===== config.mk =====
export PLATFORM = sky130hd
export DESIGN_NAME = irq_entry_seq
export DESIGN_NICKNAME = d
export VERILOG_FILES = /design/src/rtl/irq_seq_pkg.sv /design/src/rtl/irq_pend_bank.sv /design/src/rtl/irq_low_pick.sv /design/src/rtl/irq_push_path.sv /design/src/rtl/irq_entry_seq.sv
export SDC_FILE = /design/constraint.sdc
export NUM_CORES = 1
export LEC_CHECK = 0
export BUFFER_PORTS_ARGS = -buffer_cell sky130_fd_sc_hd__buf_2
export CAP_MARGIN = 20
export CORE_ASPECT_RATIO = 1.5
export CORE_UTILIZATION = 43
export DETAILED_ROUTE_END_ITERATION = 8
export MAX_ROUTING_LAYER = met4
export PLACE_DENSITY_LB_ADDON = 0.05
export SYNTH_ARGS = -nofsm -noshare
export SYNTH_HDL_FRONTEND = slang
export SYNTH_SLANG_ARGS = --single-unit

===== constraint.sdc =====
create_clock -name clk -period 2.3 [get_ports clk]
set_clock_uncertainty 0.1 [all_clocks]
set_input_delay 0.46 -clock clk [delete_from_list [all_inputs] [get_ports clk]]
set_output_delay 0.46 -clock clk [all_outputs]
set_load 0.01 [all_outputs]

===== src/rtl/irq_seq_pkg.sv =====
package irq_seq_pkg;

    typedef enum logic [1:0] {
        ST_IDLE = 2'd0,
        ST_PUSH = 2'd1,
        ST_LOAD = 2'd2
    } seq_state_e;

    // number of return-address bytes for a given program counter width
    function automatic int push_bytes(input int pc_w);
        if (pc_w > 16)
            return 3;
        else if (pc_w > 8)
            return 2;
        else
            return 1;
    endfunction

endpackage


===== src/rtl/irq_pend_bank.sv =====
module irq_pend_bank #(
    parameter int NUM_SRC = 8
) (
    input  logic               clk,
    input  logic               rst_n,
    input  logic [NUM_SRC-1:0] raise_i,
    input  logic               rst_set_i,
    input  logic [NUM_SRC-1:0] clr_mask_i,
    input  logic               rst_clr_i,
    output logic [NUM_SRC-1:0] pend_o,
    output logic               rst_pend_o
);

    logic [NUM_SRC-1:0] pend_q;
    logic               rst_q;

    always_ff @(posedge clk or negedge rst_n) begin
        if (!rst_n) begin
            pend_q <= '0;
            rst_q  <= 1'b0;
        end else begin
            pend_q <= (pend_q & ~clr_mask_i) | raise_i;
            rst_q  <= (rst_q & ~rst_clr_i) | rst_set_i;
        end
    end

    assign pend_o     = pend_q;
    assign rst_pend_o = rst_q;

endmodule


===== src/rtl/irq_low_pick.sv =====
module irq_low_pick #(
    parameter int NUM_SRC = 8,
    parameter int IDX_W   = (NUM_SRC > 1) ? $clog2(NUM_SRC) : 1
) (
    input  logic [NUM_SRC-1:0] pend_i,
    output logic               any_o,
    output logic [IDX_W-1:0]   idx_o,
    output logic [NUM_SRC-1:0] onehot_o
);

    // prefix OR from bit 0 upward: a bit wins when no lower bit is set
    logic [NUM_SRC:0] below;
    assign below[0] = 1'b0;

    for (genvar g = 0; g < NUM_SRC; g++) begin : g_pick
        assign onehot_o[g]  = pend_i[g] & ~below[g];
        assign below[g + 1] = below[g] | pend_i[g];
    end

    assign any_o = below[NUM_SRC];

    always_comb begin
        idx_o = '0;
        for (int i = 0; i < NUM_SRC; i++) begin
            if (onehot_o[i])
                idx_o = IDX_W'(i);
        end
    end

endmodule


===== src/rtl/irq_push_path.sv =====
module irq_push_path #(
    parameter int PC_W   = 16,
    parameter int SP_W   = 16,
    parameter int NBYTES = 2,
    parameter int CNT_W  = $clog2(NBYTES + 1)
) (
    input  logic             clk,
    input  logic             rst_n,
    input  logic             load_i,
    input  logic             step_i,
    input  logic [PC_W-1:0]  pc_i,
    input  logic [SP_W-1:0]  sp_i,
    output logic [7:0]       byte_o,
    output logic [SP_W-1:0]  sp_o,
    output logic             last_o
);

    localparam int RET_W = 8 * NBYTES;

    logic [RET_W-1:0] ret_q;
    logic [SP_W-1:0]  sp_q;
    logic [CNT_W-1:0] cnt_q;

    always_ff @(posedge clk or negedge rst_n) begin
        if (!rst_n) begin
            ret_q <= '0;
            sp_q  <= '0;
            cnt_q <= '0;
        end else if (load_i) begin
            ret_q <= RET_W'(pc_i);
            sp_q  <= sp_i;
            cnt_q <= CNT_W'(NBYTES);
        end else if (step_i) begin
            ret_q <= ret_q >> 8;
            sp_q  <= sp_q - SP_W'(1);
            cnt_q <= cnt_q - CNT_W'(1);
        end
    end

    assign byte_o = ret_q[7:0];
    assign sp_o   = sp_q;
    assign last_o = (cnt_q == CNT_W'(1));

endmodule


===== src/rtl/irq_entry_seq.sv =====
module irq_entry_seq
    import irq_seq_pkg::*;
#(
    parameter int NUM_SRC  = 8,
    parameter int PC_W     = 16,
    parameter int SP_W     = 16,
    parameter bit LONG_VEC = 1'b1
) (
    input  logic               clk,
    input  logic               rst_n,
    input  logic               reset_req_i,
    input  logic [NUM_SRC-1:0] irq_raise_i,
    input  logic               gie_i,
    input  logic [PC_W-1:0]    pc_i,
    input  logic [SP_W-1:0]    sp_i,
    output logic               mem_we_o,
    output logic [SP_W-1:0]    mem_addr_o,
    output logic [7:0]         mem_wdata_o,
    output logic [PC_W-1:0]    pc_o,
    output logic               pc_load_o,
    output logic [SP_W-1:0]    sp_o,
    output logic               gie_clr_o,
    output logic               busy_o,
    output logic [NUM_SRC-1:0] pending_o,
    output logic               hw_req_o
);

    localparam int NBYTES = push_bytes(PC_W);
    localparam int ENTRY  = LONG_VEC ? 2 : 1;
    localparam int IDX_W  = (NUM_SRC > 1) ? $clog2(NUM_SRC) : 1;
    localparam int VEC_W  = $clog2(NUM_SRC + 1);

    seq_state_e state_q, state_d;

    logic               rst_pend;
    logic [NUM_SRC-1:0] pend;
    logic               hw_any;
    logic [IDX_W-1:0]   win_idx;
    logic [NUM_SRC-1:0] win_oh;
    logic               accept;
    logic               take_rst;
    logic [NUM_SRC-1:0] clr_mask;
    logic [VEC_W-1:0]   vec_q;
    logic [7:0]         push_byte;
    logic [SP_W-1:0]    sp_cur;
    logic               push_last;

    irq_pend_bank #(.NUM_SRC(NUM_SRC)) u_pend (
        .clk        (clk),
        .rst_n      (rst_n),
        .raise_i    (irq_raise_i),
        .rst_set_i  (reset_req_i),
        .clr_mask_i (clr_mask),
        .rst_clr_i  (take_rst),
        .pend_o     (pend),
        .rst_pend_o (rst_pend)
    );

    irq_low_pick #(.NUM_SRC(NUM_SRC), .IDX_W(IDX_W)) u_pick (
        .pend_i   (pend),
        .any_o    (hw_any),
        .idx_o    (win_idx),
        .onehot_o (win_oh)
    );

    irq_push_path #(.PC_W(PC_W), .SP_W(SP_W), .NBYTES(NBYTES)) u_push (
        .clk    (clk),
        .rst_n  (rst_n),
        .load_i (accept),
        .step_i (state_q == ST_PUSH),
        .pc_i   (pc_i),
        .sp_i   (sp_i),
        .byte_o (push_byte),
        .sp_o   (sp_cur),
        .last_o (push_last)
    );

    assign accept   = (state_q == ST_IDLE) && gie_i && (rst_pend || hw_any);
    assign take_rst = accept && rst_pend;
    assign clr_mask = (accept && !rst_pend) ? win_oh : '0;

    // vector capture at acceptance; frozen until the next acceptance
    always_ff @(posedge clk or negedge rst_n) begin
        if (!rst_n)
            vec_q <= '0;
        else if (accept)
            vec_q <= rst_pend ? '0 : VEC_W'(win_idx) + VEC_W'(1);
    end

    // next-state logic
    always_comb begin
        state_d = state_q;
        unique case (state_q)
            ST_IDLE: if (accept)    state_d = ST_PUSH;
            ST_PUSH: if (push_last) state_d = ST_LOAD;
            ST_LOAD:                state_d = ST_IDLE;
            default:                state_d = ST_IDLE;
        endcase
    end

    // state register
    always_ff @(posedge clk or negedge rst_n) begin
        if (!rst_n)
            state_q <= ST_IDLE;
        else
            state_q <= state_d;
    end

    // outputs
    always_comb begin
        mem_we_o  = 1'b0;
        pc_load_o = 1'b0;
        gie_clr_o = 1'b0;
        unique case (state_q)
            ST_IDLE: ;
            ST_PUSH: mem_we_o = 1'b1;
            ST_LOAD: begin
                pc_load_o = 1'b1;
                gie_clr_o = 1'b1;
            end
            default: ;
        endcase
    end

    assign busy_o      = (state_q != ST_IDLE);
    assign mem_addr_o  = sp_cur;
    assign mem_wdata_o = push_byte;
    assign pc_o        = PC_W'(vec_q) * PC_W'(ENTRY);
    assign sp_o        = sp_cur;
    assign pending_o   = pend;
    assign hw_req_o    = hw_any;

    AST_ENTRY_NEEDS_GIE: assert property (@(posedge clk) disable iff (!rst_n)
        $rose(busy_o) |-> $past(gie_i));

    AST_SP_STEP: assert property (@(posedge clk) disable iff (!rst_n)
        (mem_we_o && $past(mem_we_o)) |-> (mem_addr_o == $past(mem_addr_o) - SP_W'(1)));

    AST_PUSH_COUNT: assert property (@(posedge clk) disable iff (!rst_n)
        pc_load_o |-> ($past(mem_we_o) && !$past(mem_we_o, NBYTES + 1)));

    AST_LOAD_PULSE: assert property (@(posedge clk) disable iff (!rst_n)
        pc_load_o |=> !pc_load_o);

    AST_VEC_HELD: assert property (@(posedge clk) disable iff (!rst_n)
        (busy_o && $past(busy_o)) |-> $stable(vec_q));

endmodule


# Yosys cells after proc, flatten, opt, wreduce, memory -nomap -nowiden
# Index checks and enable logic that the tools add are counted.
# totals
regBits,49
input_bits,44
output_inout_bits,69
word_cells,72
# op_classes
n_eq_ne,5
n_reduce_logical,10
mux,20
n_bitwise,27
n_addsub,3
# ops
cell,n
2-to-1 mux 16 bit,4
2-to-1 mux 3 bit,6
"subtractor 16 x 1 -> 16 bit, second input constant",1
AND 1 bit,8
AND 8 bit,1
2-to-1 mux 2 bit,4
2-to-1 mux 8 bit,1
NOT 1 bit,8
NOT 8 bit,1
bitwise OR 1 bit,8
bitwise OR 8 bit,1
"adder 3 x 1 -> 4 bit, second input constant",1
"equality test 2 x 1 -> 1 bit, second input constant",2
logical AND 1 bit,4
2-to-1 mux 4 bit,1
"inequality test 2 bit, second input constant",2
one-hot mux 2 bit (2 select lines),1
nonzero test 2 bit,2
2-to-1 mux 1 bit,3
"equality test 2 bit, second input constant",1
zero test 2 bit,1
AND reduction 2 bit,1
"subtractor 2 x 1 -> 2 bit, second input constant",1
zero test 1 bit,1
logical OR 1 bit,1

# Depth between registers and ports, before layout
# logic_depth
depth_word,14
depth_mapped,8
ltp_nobuf,7

# Modules after synthesis
# From an unflattened synthesis, not the netlist that was laid out.
# hier_totals
hier_cells,299
hier_area_um2,2811.4
# modules_own_cells
mod,instances,cells_per_inst,seq_area_each_um2,area_each_um2
irq_push_path,1,185,850.8,1745.4
irq_entry_seq,1,65,150.1,589.3
irq_pend_bank,1,27,225.2,326.6
irq_low_pick,1,22,0.0,150.1

# Least setup slack after synthesis
# Ideal clock, no wire load.
# synth_timing
path_kind,register -> register
start,register u_push.sp_q[5] (netlist: u_push.sp_o[5])
end,register u_push.sp_q[13] (netlist: u_push.sp_o[13])
period_less_slack_ns,2.337
path_stages_with_launch,7
slack_ns,-0.037
setup_time_ns,0.069
t_arrival_ns,2.168
path_buffers,2
required_ns,2.131
cell_sequence,dfrtp_1 -> or4_4 -> buf_6 -> or4_1 -> clkbuf_2 -> or4_1 -> nand3_1
# synth_between
elab_chain_len,3
# synth_rtl
element,line_no,rtl
start: declaration,irq_push_path.sv:21,logic [SP_W-1:0] sp_q;
start signal: assignment,irq_push_path.sv:31,sp_q <= sp_i;
start signal: assignment,irq_push_path.sv:35,sp_q <= sp_q - SP_W'(1);
subtractor 16 x 1 -> 16 bit,irq_push_path.sv:35,
2-to-1 mux 16 bit,irq_push_path.sv:33,end else if (step_i) begin
2-to-1 mux 16 bit,irq_push_path.sv:29,end else if (load_i) begin
# No other way between the ends. The select of a mux whose other input is x is not followed.
# A chain may end at the register's enable or synchronous reset.

# Final worst setup path
# layout_timing
start,register u_push.sp_q[8] (netlist: u_push.sp_o[8])
end,register u_push.sp_q[13] (netlist: u_push.sp_o[13])
# The elaborated chain is that of the path after synthesis.

==> metrics.md <==
| Metric | Value |
|---|---|
| Run status | `finished, final reports clean` |
| Die ar. | `0.00645 mm^2` |
| CP Buf/Inv Count | `0` |
| I/O pin total | `113` |
| Worst hold path type | `input pin to asynchronous set/reset pin` |
| CTS root buf | `clkbuf_8` |
| DR vias | `2236` |
| Startpoint Class | `flop` |
| FILL cells | `560` |
| Post-CTS Repair Setup Buffers | `0` |
| Most frequent cell on the critical path | `or4_1` |
| Syn_area_per_cell | `9.68 um^2` |
| Critical path's top delay family | `simple AND/OR/NAND/NOR gates` |
| Pin count of the biggest net entering global routing | `31` |
| Crit path time final | `2.21 ns` |
| Post-DP HPWL | `4470 um` |
| Most common cell after layout, fill and taps aside | `buf_2` |
| Xor and xnor area share after synthesis | `3.66%` |
| Die width | `65.9 um` |
| Critical Path Slowest Stage Cell | `or4_4` |
| Via density | `5.05` |
| Max Clock Freq | `0.452 GHz` |
| Syn. warnings | `0` |
| Max Cap Viol | `0` |
| Final WL | `5860 um` |
| CP cell instances | `or4_1, or4_4, or4_1, nand3_1` |
| Worst Setup SP | `u_push.sp_o[8]` |
| Slew Limit Headroom | `58.3%` |
| Vias in the first global route | `2170` |
| Final Hold Fails | `0` |
| Final period util | `96.3%` |
| GRT overflow | `0` |
| Vert. Die Dim | `97.9 um` |
| Post-DRT Antenna Nets | `0` |
| WL/cell | `13.2 um` |
| Register area | `0.00123 mm^2` |
| Footprint of the multi-input gates | `0.00109 mm^2` |
| Slew Viols, Final | `0` |
| Starting density of the core | `44.9%` |
| Synth async-reset ratio | `100%` |
| Most frequent cells in the layout | `buf_2 (100), dfrtp_1 (48), nand2_1 (37)` |
| Worst-Skew Late Latency | `0.30 ns` |
| Main combinational cell family by area after synthesis | `simple AND/OR/NAND/NOR gates` |
| Critical Path AT | `2.35 ns` |
| Post-synth EDFFs | `0` |
| Setup crit end kind | `flop` |
| Peak VDD IR | `0.631 mV` |
| Pwr/cell area | `1190 mW/mm^2` |
| Util after Layout | `55.2%` |
| Post-synth top flop | `dfrtp_1` |
| Post-synthesis adder-cell area fraction | `1.43%` |
| Kind of critical path | `flop to flop` |
| Worst-path maximum fanout | `6` |
| # DRC | `0` |
| TritonCTS buffer count | `5` |
| Synth Area in Compound Gates | `15.4%` |
| Top Usage Layer GRT | `met2` |
| TritonCTS clock tree | `done` |
| Pre-antenna DRT Iters | `4` |
| Mapped cell area | `0.00263 mm^2` |
| Final GP Congestion | `0.774` |
| Reg2reg start | `u_push.sp_o[8]` |
| Nets@finish | `417` |
| CTS H-Tree Depth | `2` |
| Post-synthesis register bit count | `49` |
| Antenna violations before repair | `0` |
| Seq/Total Area, Yosys | `46.6%` |
| Post-synthesis simple-gate area fraction | `18.9%` |
| Layout overhead on the synthesized area | `23.1%` |
| Met3 Use GR | `2.69%` |
| Antenna Cells | `0` |
| Num rows | `34` |
| I/O Buffers | `100` |
| Cells after synthesis | `272` |
| Sink Count | `49` |
| CTS clk-pin slew, worst paths | `0.08 ns` |
| Endpoints failing setup | `0` |
| Met1 Use GR | `24.6%` |
| Worst Tran Pin Value | `0.626 ns` |
| Static leakage | `1.64 nW` |
| First-pass GRT wire length | `9920 um` |
| Synth top area share | `46.6%` |
| Met2 Usage GRT | `33.8%` |
| Synth area leaders | `dfrtp_1 (47%), buf_4 (11%), nand2_1 (5.3%)` |
| Core area | `0.00587 mm^2` |
| DRT iter0 DRCs | `68` |
| CP required | `2.44 ns` |
| Setup_tns | `0 ns` |
| GRT Util Overall | `20.4%` |
| RSZ-0062 raised after global routing | `no` |
| Cell taking the most area after synthesis | `dfrtp_1` |
| CP peak stage delay | `0.58 ns` |
| Multiplexer area fraction after synthesis | `0%` |
| Share of layout cells above drive strength 1 | `38.5%` |
| Synth unique cells | `46` |
| Clock buffer depth | `2` |
[state kept, by name, summed over array words and instances, names as in the netlist]
| name | cells |
|---|---|
| u_push.cnt_q | 2 |
| vec_q | 4 |
| u_pend.rst_pend_o | 1 |
| u_pend.pend_o | 8 |
| u_push.ret_q | 16 |
| state_q | 2 |
| u_push.sp_o | 16 |
[what timing repair did]
item                       4_1_cts  5_1_grt
setup endpoints to repair        1        0
hold endpoints to repair         0        0
resized for setup                1        0
hold buffers                     0        0
[per-stage QoR]
step                      cells  hold slack, ns  instance area (um^2)  setup WS [ns]  power [mW]
after global routing        443           0.108                  3240         0.0119        4.20
after floorplan             283          0.0644                  2680        -0.0367        2.85
after detailed placement    435           0.358                  3160         0.0140        3.42
final                       443          0.0680                  3240         0.0855        3.85
after CTS                   443          0.0849                  3240         0.0771        3.90
after global placement      435           0.350                  3160         0.0860        3.39
[Yosys cell counts (3+ instances only)]
cell,n
dfrtp_1,49
buf_4,37
nand2_1,37
nand3_1,13
a21o_1,12
o21ai_1,11
nor4_1,10
xnor2_1,10
a22o_1,8
inv_1,8
nand2b_1,6
nor2_1,6
or4_1,6
clkbuf_1,5
nor3_1,5
buf_2,4
a21oi_1,3
a221o_1,3
ha_1,3
o211ai_1,3
o21bai_1,3
[routing by layer]
| metal | vias up | share of wire [%] |
|---|---|---|
| met5 | - | 0 |
| met4 | 0 | 1.5 |
| li1 | 1102 | - |
| met2 | 63 | 52 |
| met1 | 1062 | 42 |
| met3 | 9 | 4.1 |
[where the power goes]
group          total (mW)  switching (mW)  internal, mW
Combinational        1.93            1.02         0.906
Clock               0.484           0.267         0.217
Sequential           1.44           0.257          1.18
Total                3.85            1.55          2.30
[worst register-to-register path: cells and delay by family (launching register included)]
family	cells	cell delay, ns
and+or+nand+nor	4	1.64
DFF	1	0.42
[final cells by class]
| type | count | area share (%) |
|---|---|---|
| Multi-Input combinational cell | 177 | 33.5 |
| Timing Repair Buffer | 128 | 22.3 |
| Tap cell | 72 | 2.78 |
| Sequential cell | 49 | 37.9 |
| Clock buffer | 8 | 2.47 |
| Inverter | 9 | 1.04 |
[final timing paths]
| check | slack [ns] | depth (start not counted) | endpoint |
|---|---|---|---|
| setup / recovery | 0.09 | 4 | u_push.sp_o[13] |
| hold / removal | 0.07 | 1 | u_push.sp_o[13] |
| setup reg to reg | 0.09 | 4 | u_push.sp_o[13] |
| hold reg to reg | 0.38 | 1 | u_push.ret_q[1] |
| max in group asynchronous | 1.47 | 2 | u_pend.pend_o[0] |
| min in group clk | 0.23 | 2 | u_pend.pend_o[7] |
[logic make-up (layout without fill, tap and decap cells)]
group	count (synthesis)	count (layout)
adders and majority gates	3	3
other	1	12
DFF	49	49
xor gates and xnor gates	11	11
buffers and inverters	57	145
AOI/OAI and AO/OA	55	55
and+or+nand+nor	96	96
Power figures use the tool's default switching activity.
